--- src/rtl/spwm_pkg.sv ---
package spwm_pkg;

   // Decoded operating state of the channel
   typedef enum logic {
      CH_IDLE = 1'b0,
      CH_RUN  = 1'b1
   } ch_state_e;

   // Number of clock cycles per step for a division field (zero means 2**w)
   function automatic int unsigned step_cycles(input int unsigned field, input int unsigned w);
      return (field == 0) ? (1 << w) : field;
   endfunction

endpackage

--- src/rtl/spwm_ctrl_reg.sv ---
module spwm_ctrl_reg #(
   parameter int REG_W      = 32,
   parameter int EN_POS     = 31,
   parameter int DIV_LSB    = 8,
   parameter int DIV_W      = 8,
   parameter int DUTY_LSB   = 0,
   parameter int DUTY_W     = 8
) (
   input  logic              clk,
   input  logic              rst,
   input  logic              wr_en,
   input  logic [REG_W-1:0]  wr_data,
   input  logic              load_act,
   output logic [REG_W-1:0]  word,
   output logic              en_live,
   output logic [DIV_W-1:0]  div_live,
   output logic [DUTY_W-1:0] duty_live,
   output logic [DIV_W-1:0]  div_act,
   output logic [DUTY_W-1:0] duty_act
);

   localparam int DIV_MSB  = DIV_LSB + DIV_W - 1;
   localparam int DUTY_MSB = DUTY_LSB + DUTY_W - 1;

   initial begin
      assert (EN_POS < REG_W) else $error("enable bit outside word");
      assert (DIV_MSB < REG_W && DUTY_MSB < REG_W) else $error("field outside word");
      assert (DUTY_MSB < DIV_LSB || DIV_MSB < DUTY_LSB) else $error("fields overlap");
   end

   always_ff @(posedge clk) begin
      if (rst)        word <= '0;
      else if (wr_en) word <= wr_data;
   end

   assign en_live   = word[EN_POS];
   assign div_live  = word[DIV_MSB:DIV_LSB];
   assign duty_live = word[DUTY_MSB:DUTY_LSB];

   // Staged copy used by the counters; refreshed when idle or at a frame end
   always_ff @(posedge clk) begin
      if (rst) begin
         div_act  <= '0;
         duty_act <= '0;
      end else if (load_act) begin
         div_act  <= div_live;
         duty_act <= duty_live;
      end
   end

   // staged settings change only when a load is requested
   a_r7_stage_hold: assert property (@(posedge clk) disable iff (rst)
      !load_act |=> ($stable(div_act) && $stable(duty_act)));

endmodule

--- src/rtl/spwm_prescaler.sv ---
module spwm_prescaler #(
   parameter int DIV_W       = 8,
   parameter bit ZERO_IS_MAX = 1'b1
) (
   input  logic             clk,
   input  logic             rst,
   input  logic             run,
   input  logic [DIV_W-1:0] div_act,
   output logic             tick
);

   initial begin
      assert (DIV_W >= 1 && DIV_W <= 16) else $error("DIV_W out of range");
   end

   logic [DIV_W-1:0] cnt;
   logic [DIV_W-1:0] last;

   generate
      if (ZERO_IS_MAX) begin : g_zero_max
         // 0 - 1 wraps to all ones: divide by 2**DIV_W
         assign last = div_act - 1'b1;
      end else begin : g_zero_one
         assign last = (div_act == '0) ? '0 : div_act - 1'b1;
      end
   endgenerate

   assign tick = run && (cnt == last);

   always_ff @(posedge clk) begin
      if (rst || !run)  cnt <= '0;
      else if (tick)    cnt <= '0;
      else              cnt <= cnt + 1'b1;
   end

   // between ticks the count advances by one each cycle
   a_r3_count_up: assert property (@(posedge clk) disable iff (rst)
      (run && !tick) |=> (cnt == $past(cnt) + 1'b1));

   // idle holds the prescaler at zero
   a_r5_presc_idle: assert property (@(posedge clk) disable iff (rst)
      !run |=> (cnt == '0));

endmodule

--- src/rtl/spwm_frame.sv ---
module spwm_frame #(
   parameter int STEP_W = 8
) (
   input  logic              clk,
   input  logic              rst,
   input  logic              run,
   input  logic              tick,
   input  logic [STEP_W-1:0] duty_act,
   output logic [STEP_W-1:0] phase,
   output logic              frame_end,
   output logic              level
);

   localparam logic [STEP_W-1:0] LAST_STEP = {STEP_W{1'b1}};

   initial begin
      assert (STEP_W >= 2 && STEP_W <= 16) else $error("STEP_W out of range");
   end

   always_ff @(posedge clk) begin
      if (rst || !run) phase <= '0;
      else if (tick)   phase <= phase + 1'b1;
   end

   assign frame_end = tick && (phase == LAST_STEP);
   assign level     = (phase >= duty_act);

   // the last step of a frame wraps the phase back to zero
   a_r4_wrap: assert property (@(posedge clk) disable iff (rst)
      (run && tick && phase == LAST_STEP) |=> (phase == '0));

   // idle holds the phase at zero
   a_r5_phase_idle: assert property (@(posedge clk) disable iff (rst)
      !run |=> (phase == '0));

endmodule

--- src/rtl/stepped_pwm.sv ---
module stepped_pwm #(
   parameter int REG_W       = 32,
   parameter int EN_POS      = 31,
   parameter int DIV_LSB     = 8,
   parameter int DIV_W       = 8,
   parameter int DUTY_LSB    = 0,
   parameter int STEP_W      = 8,
   parameter bit ZERO_IS_MAX = 1'b1
) (
   input  logic             clk,
   input  logic             rst,
   input  logic             wr_en,
   input  logic [REG_W-1:0] wr_data,
   output logic [REG_W-1:0] rd_data,
   output logic             pwm_out
);
   import spwm_pkg::*;

   logic              en_live;
   logic [DIV_W-1:0]  div_live;
   logic [STEP_W-1:0] duty_live;
   logic [DIV_W-1:0]  div_act;
   logic [STEP_W-1:0] duty_act;
   logic              load_act;
   logic              tick;
   logic [STEP_W-1:0] phase;
   logic              frame_end;
   logic              level;
   logic              run_live;
   ch_state_e         state;
   logic              run_q;

   assign run_live = en_live && (duty_live != '0);

   always_ff @(posedge clk) begin
      if (rst) state <= CH_IDLE;
      else     state <= run_live ? CH_RUN : CH_IDLE;
   end

   assign run_q    = (state == CH_RUN);
   assign load_act = !run_q || frame_end;

   spwm_ctrl_reg #(
      .REG_W(REG_W), .EN_POS(EN_POS), .DIV_LSB(DIV_LSB), .DIV_W(DIV_W),
      .DUTY_LSB(DUTY_LSB), .DUTY_W(STEP_W)
   ) i_reg (
      .clk(clk), .rst(rst), .wr_en(wr_en), .wr_data(wr_data),
      .load_act(load_act), .word(rd_data), .en_live(en_live),
      .div_live(div_live), .duty_live(duty_live),
      .div_act(div_act), .duty_act(duty_act)
   );

   spwm_prescaler #(.DIV_W(DIV_W), .ZERO_IS_MAX(ZERO_IS_MAX)) i_presc (
      .clk(clk), .rst(rst), .run(run_q), .div_act(div_act), .tick(tick)
   );

   spwm_frame #(.STEP_W(STEP_W)) i_frame (
      .clk(clk), .rst(rst), .run(run_q), .tick(tick), .duty_act(duty_act),
      .phase(phase), .frame_end(frame_end), .level(level)
   );

   assign pwm_out = run_live && run_q && level;

   // the output rises exactly when the phase meets the staged duty value
   a_r4_rise_at_duty: assert property (@(posedge clk) disable iff (rst)
      $rose(pwm_out) |-> (phase == duty_act));

   // a fresh start begins its frame at phase zero with the output low
   a_r6_start_low: assert property (@(posedge clk) disable iff (rst)
      $rose(run_q) |-> (!pwm_out && phase == '0));

endmodule

--- config.mk ---
export PLATFORM = sky130hd
export DESIGN_NAME = stepped_pwm
export DESIGN_NICKNAME = d
export VERILOG_FILES = /design/src/rtl/spwm_pkg.sv /design/src/rtl/spwm_ctrl_reg.sv /design/src/rtl/spwm_prescaler.sv /design/src/rtl/spwm_frame.sv /design/src/rtl/stepped_pwm.sv
export SDC_FILE = /design/constraint.sdc
export NUM_CORES = 1
export LEC_CHECK = 0
export BUFFER_PORTS_ARGS = -buffer_cell sky130_fd_sc_hd__buf_2
export CAP_MARGIN = 0
export CORE_MARGIN = 4
export CORE_UTILIZATION = 45
export CTS_CLUSTER_DIAMETER = 150
export DETAILED_ROUTE_END_ITERATION = 12
export MAX_ROUTING_LAYER = met4
export PLACE_DENSITY = 0.7
export SYNTH_ARGS = -nofsm -noshare
export SYNTH_HDL_FRONTEND = slang
export SYNTH_HIERARCHICAL = 1
export SYNTH_SLANG_ARGS = --single-unit
--- constraint.sdc ---
create_clock -name clk -period 6.7 [get_ports clk]
set_input_delay 1.005 -clock clk [delete_from_list [all_inputs] [get_ports clk]]
set_output_delay 1.005 -clock clk [all_outputs]
set_load 0.03 [all_outputs]
==> results of run 1 <==
## final cells by class
cell class | instances | area share
clock buffer | 10 | 0.0367
timing repair buffer | 67 | 0.0964
inverter | 12 | 0.0129
multi-input combinational | 203 | 0.419
sequential | 65 | 0.374
tap | 77 | 0.0277
clock inverter | 6 | 0.0331
## cells by family (layout without fill, tap and decap cells)
kind of cell	after synthesis	in the layout	synth area share
AO/OA/AOI/OAI	27	27	0.0570
XOR/XNOR	21	21	0.0599
adder cells (fa/ha/maj)	11	11	0.0448
buffers and inverters	43	95	0.102
flip-flops	65	65	0.424
multiplexers	49	49	0.160
AND/OR/NAND/NOR	95	95	0.153
## routing by layer
layer	vias up	GRT usage	part of all wire
met4	0	0.0727	0.016
met5	-	-	0
li1	1135	-	-
met3	8	0.0475	0.047
met2	52	0.251	0.49
met1	1019	0.181	0.45
## per-stage QoR
| stage | hold WS [ns] | setup slack, ns | util | area [um2] | total power [W] |
|---|---|---|---|---|---|
| floorplan | 0.452 | 3.99 | - | 3070 | 0.000510 |
| detailed placement | 0.475 | 3.13 | 0.498 | 3240 | 0.000528 |
| finish | 0.487 | 3.12 | 0.536 | 3480 | 0.000921 |
| global route | 0.524 | 2.78 | 0.536 | 3480 | 0.000959 |
| global placement | 0.469 | 3.25 | 0.498 | 3240 | 0.000526 |
| CTS | 0.493 | 3.10 | 0.536 | 3480 | 0.000933 |
## worst max-delay path: cells and delay by family, from the launching register on
| family | cells | cell delay, ns |
|---|---|---|
| compound gates | 2 | 0.30 |
| mux | 1 | 0.27 |
| buf+inv | 1 | 0.07 |
| flops | 1 | 0.46 |
| fa+ha+maj | 1 | 0.30 |
| simple gates | 6 | 1.90 |
| xor+xnor | 1 | 0.13 |
## sequential cells by signal, summed over array words and instances (netlist names)
register,count
i_reg/word,32
i_presc/cnt,8
i_reg/div_act,8
i_frame/phase,8
run_q,1
i_reg/duty_act,8
## power by group through the flow
stage | combinational [W] | sequential [W] | clock [W]
3_3_place_gp | 0.000102 | 0.000424 | 0
6_report | 0.000103 | 0.000415 | 0.000402
3_5_place_dp | 0.000104 | 0.000424 | 0
2_1_floorplan | 0.0000783 | 0.000431 | 0
4_1_cts | 0.000104 | 0.000415 | 0.000413
5_1_grt | 0.000113 | 0.000418 | 0.000428
## cells in the final DEF, fill, tap and decap left out, types with 7 or more instances in the layout
cell,n
nand2b_1,7
xnor2_1,12
mux2i_1,49
buf_2,67
dfxtp_1,65
nor2_1,55
inv_1,12
ha_1,11
a211oi_1,8
clkbuf_8,9
xor2_1,9
## path summary, 6_finish.rpt
path / endpoint / slack [ns] / start
setup reg to reg: i_reg/duty_act[0]$_SDFFE_PP0P_ / 3.12 / i_reg/div_act[0]$_SDFFE_PP0P_
setup / recovery: i_reg/duty_act[0]$_SDFFE_PP0P_ / 3.12 / i_reg/div_act[0]$_SDFFE_PP0P_
hold reg to reg: i_reg/word[16]$_SDFFE_PP0P_ / 0.49 / i_reg/word[16]$_SDFFE_PP0P_
hold / removal: i_reg/word[16]$_SDFFE_PP0P_ / 0.49 / i_reg/word[16]$_SDFFE_PP0P_
==> impl_metrics.ini, run 1 <==
[timing]
finalHoldViolCount = 0
maxSlewHeadroom = 0.332
report.final.setup_viol = 0
slew_viol_final = 0
fmax_mhz = 279
tightest_slew_ns = 1.00
finalClockSkew_ns = 0.00798
rsz0062_at_grt = false
final.min_clock_period_ns = 3.58
fin_setup_tns_ns = 0
finalCritPeriodShare = 0.534

[power]
clkPwrFrac = 0.437
ir_drop_mv = 0.166
switching_share = 0.249
powerDensity_nw_per_um2 = 265
switchingPower_w = 0.000229
power.leakage_nw = 1.67
power.internal_w = 0.000692
seqPwrFrac = 0.451
power_frac_comb = 0.112

[floorplan]
io_pins = 68
chipWidth_um = 90.6
dieArea_um2 = 8210
core-area_um2 = 6490
num_rows = 29
die_h_um = 90.6
start_util = 0.473

[setup_path]
worstPathArrival_ns = 3.78
path_cells = inv_1, ha_1, xnor2_1, a21oi_1, o2111ai_1, nor4_4, and2_1, nand3_1, nor3_1, nand2b_1, mux2i_1, nor2_1
crit_slowest_cell = nand2b_1
r2r_cells = 12
cp.required_ns = 6.89
critical_path.max_stage_delay_ns = 0.80
start_kind = register
crit_type = register to register
critPathMaxFanout = 16
endpoint_kind = register

[yosys]
syn_nets = 357
yosysTopAreaCell = dfxtp_1
syn_avg_cell_area_um2 = 9.88
ys.flop_type = dfxtp_1
synthArstFlopShare = 0
synth_seq_area_share = 0.424
synth_top_area_frac = 0.424
synth_edf_count = 0
syn_area_um2 = 3070
synth.cells.most_frequent = dfxtp_1, nor2_1, mux2i_1
yosysWarnings = 6
synthMostInstantiatedCell = dfxtp_1
synth_cells = 311
ys_ff_latch = 65
netlist_top_cells_area = dfxtp_1, mux2i_1, nor2_1
ys_types = 36

[job]
max-cap-violations = 0

[detailed_routing]
routedWlPerCell_um = 13.5
initialDrtViolationCount = 91
routed_wirelength_um = 5930
viasPerCell = 5.03
drc = 0
dr.pass1.iters = 4
postRouteAntennaNets = 0
route.vias.total = 2214

[clock_tree]
cts_hold_buf = 0
htreeDepth = 3
numCtsBuffers = 9
cts_resized = 0
cts_setup_buffers = 0
clockRootBuffer = clkbuf_8
numClockSinks = 65
cts.path.max_buffers = 2
clock_latency_ns = 0.34
cts_tree = yes
cts.reportedPaths.clkPinSlew_ns = 0.07

[cells_and_area]
nFillCells = 589
multi_input_area_um2 = 1460
drive_gt1_frac = 0.240
diodes = 0
area_delta_synth_final_pct = 13.2
regArea_um2 = 1300
nets = 404
finalNonFillerCells = 440

[grt]
grtUsageTotal = 0.157
grt_pass1_wl_um = 10200
gr-total-overflow = 0
grt_pass1_vias = 2221
grt_max_degree = 52
antenna_found_initial = 0

[place]
dp_hpwl_um = 4280
gp_congestion = 0.847
dp.cells = 424
io_buffer_count = 67

[hold_path]
hp-class = register to register
min_path_cells = 2

[status]
status = complete, no violations
Note: power is estimated with default switching activity, not from simulation.
==> run 2: changes to the inputs <==
--- a/config.mk
+++ b/config.mk
@@ -5,6 +5,7 @@
 export SDC_FILE = /design/constraint.sdc
 export NUM_CORES = 1
 export LEC_CHECK = 0
+export ABC_AREA = 1
 export BUFFER_PORTS_ARGS = -buffer_cell sky130_fd_sc_hd__buf_2
 export CAP_MARGIN = 0
 export CORE_MARGIN = 4
@@ -12,7 +13,7 @@
 export CTS_CLUSTER_DIAMETER = 150
 export DETAILED_ROUTE_END_ITERATION = 12
 export MAX_ROUTING_LAYER = met4
-export PLACE_DENSITY = 0.7
+export PLACE_DENSITY = 0.69
 export SYNTH_ARGS = -nofsm -noshare
 export SYNTH_HDL_FRONTEND = slang
 export SYNTH_HIERARCHICAL = 1
==> constraint.sdc (replaced) <==
create_clock -name clk -period 3.5 [get_ports clk]
set_input_delay 0.525 -clock clk [delete_from_list [all_inputs] [get_ports clk]]
set_output_delay 0.525 -clock clk [all_outputs]
set_load 0.03 [all_outputs]
==> impl_metrics.ini, run 2 <==
[yosys]
synthMostInstantiatedCell = nand2_1
ys.flop_type = dfxtp_1
netlist_top_cells_area = dfxtp_1, nand2_1, nor2_1
yosysTopAreaCell = dfxtp_1
synth.cells.most_frequent = nand2_1, nor2_1, inv_1
ys_types = 26
syn_avg_cell_area_um2 = 6.73
synthArstFlopShare = 0
synth_seq_area_share = 0.378
syn_area_um2 = 3440
synth_edf_count = 0
syn_nets = 558
ys_ff_latch = 65
synth_top_area_frac = 0.378
yosysWarnings = 6
synth_cells = 512

[cells_and_area]
fin_util = 0.529
drive_gt1_frac = 0.195
area_delta_synth_final_pct = 12.6
multi_input_area_um2 = 1550
nets = 605
nFillCells = 723
top_register = i_reg/word
diodes = 0
final_cell_area_um2 = 3880
largest_reg_flops = 32
finalNonFillerCells = 663
regArea_um2 = 1300
final_common_cell = nand2_1
final_cell_mix = nand2_1, nor2_1, inv_1, buf_2, dfxtp_1

[grt]
grt_pass1_wl_um = 11400
antenna_found_initial = 0
grt_pass1_vias = 2685
grt_max_degree = 65
gr-total-overflow = 0
grtUsageTotal = 0.160

[place]
dp.cells = 647
io_buffer_count = 67
dp_hpwl_um = 4660
placement.cell_area_um2 = 3630
gp_congestion = 0.795

[clock_tree]
cts.path.max_buffers = 2
numClockSinks = 65
cts_resized = 0
htreeDepth = 3
cts.reportedPaths.clkPinSlew_ns = 0.07
clockRootBuffer = clkbuf_8
cts_hold_buf = 0
cts_setup_buffers = 0
clock_latency_ns = 0.33
numCtsBuffers = 9
cts_tree = yes

[detailed_routing]
drc = 0
postRouteAntennaNets = 0
routed_wirelength_um = 6430
viasPerCell = 4.39
initialDrtViolationCount = 110
dr.pass1.iters = 4
routedWlPerCell_um = 9.70
route.vias.total = 2912

[setup_path]
crit_type = register to register
cp_top_family = simple AND/OR/NAND/NOR gates
crit_slowest_cell = dfxtp_1
worstPathArrival_ns = 2.78
path_buf_inv = 4
start_kind = register
path_cells = inv_1, ha_1, xnor2_1, nor2_1, nand2_1, nor2_1, nand3_2, inv_1, nand2_2, nor2_4, nand3_1, nor2_1, inv_1, nand2_1, buf_4, nand2_1, nand2_1, nor2_1
critPathMaxFanout = 32
cp.required_ns = 3.73
critical_path.max_stage_delay_ns = 0.37
endpoint_kind = register

[floorplan]
num_rows = 31
die_h_um = 95.5
core-area_um2 = 7330
chipWidth_um = 95.5
io_pins = 68
dieArea_um2 = 9120
start_util = 0.470

[power]
powerDensity_nw_per_um2 = 483
ir_drop_mv = 0.249
power.leakage_nw = 2.05
power.total_w = 0.00187

[timing]
maxSlewHeadroom = 0.322
rsz0062_at_grt = false
finalCritPeriodShare = 0.728
tightest_slew_ns = 1.02
final.min_clock_period_ns = 2.55
finalClockSkew_ns = 0.00361
finalHoldViolCount = 0
report.final.setup_viol = 0
fin_setup_tns_ns = 0
slew_viol_final = 0
fmax_mhz = 392

[status]
status = complete, no violations

[job]
max-cap-violations = 0

[hold_path]
hp-class = input port to register
## run 2: final timing paths
kind,cells past startpoint,to,slack (ns),from
hold reg to reg,2,i_reg/word[26]$_SDFFE_PP0P_,0.47,i_reg/word[26]$_SDFFE_PP0P_
setup / recovery,18,i_reg/div_act[4]$_SDFFE_PP0P_,0.95,i_reg/div_act[0]$_SDFFE_PP0P_
hold / removal,2,run_q$_SDFF_PP0_,0.46,rst
setup reg to reg,18,i_reg/div_act[4]$_SDFFE_PP0P_,0.95,i_reg/div_act[0]$_SDFFE_PP0P_
## run 2: kinds of logic after synthesis
| family | Yosys count | synth area share |
|---|---|---|
| AND/OR/NAND/NOR | 292 | 0.351 |
| buffers and inverters | 113 | 0.171 |
| flip-flops | 65 | 0.378 |
| AO/OA/AOI/OAI | 19 | 0.0294 |
| XOR/XNOR | 12 | 0.0305 |
| adder cells (fa/ha/maj) | 11 | 0.0400 |
## run 2: power breakdown
part / total, W / internal [W] / switching (W) / leakage (nW)
clock network: 0.000789 / 0.000495 / 0.000294 / 0.119
registers: 0.000809 / 0.000779 / 0.0000301 / 0.535
logic: 0.000275 / 0.0000974 / 0.000178 / 1.40
## run 2: layout make-up
cell class / count / area share
clock inverters: 6 / 0.0294
clock buffers: 10 / 0.0355
repair buffers: 68 / 0.0884
well taps: 99 / 0.0319
multi-input cells: 334 / 0.401
flip-flops and latches: 65 / 0.336
inverters: 81 / 0.0784
## run 2: per-layer routing
metal | up-vias | global-route usage | share of wire | wire, um
li1 | 1582 | - | - | -
met1 | 1274 | 0.205 | 0.51 | 3260
met2 | 50 | 0.245 | 0.45 | 2870
met3 | 6 | 0.0308 | 0.038 | 245
met4 | 0 | 0.0675 | 0.0096 | 62
met5 | - | - | 0 | 0
## run 2: through the flow
| step | setup slack, ns | hold slack [ns] |
|---|---|---|
| global placement | 1.05 | 0.457 |
| CTS | 0.953 | 0.450 |
| floorplan | 1.25 | 0.438 |
| finish | 0.952 | 0.464 |
| global route | 0.601 | 0.474 |
| detailed placement | 0.978 | 0.462 |
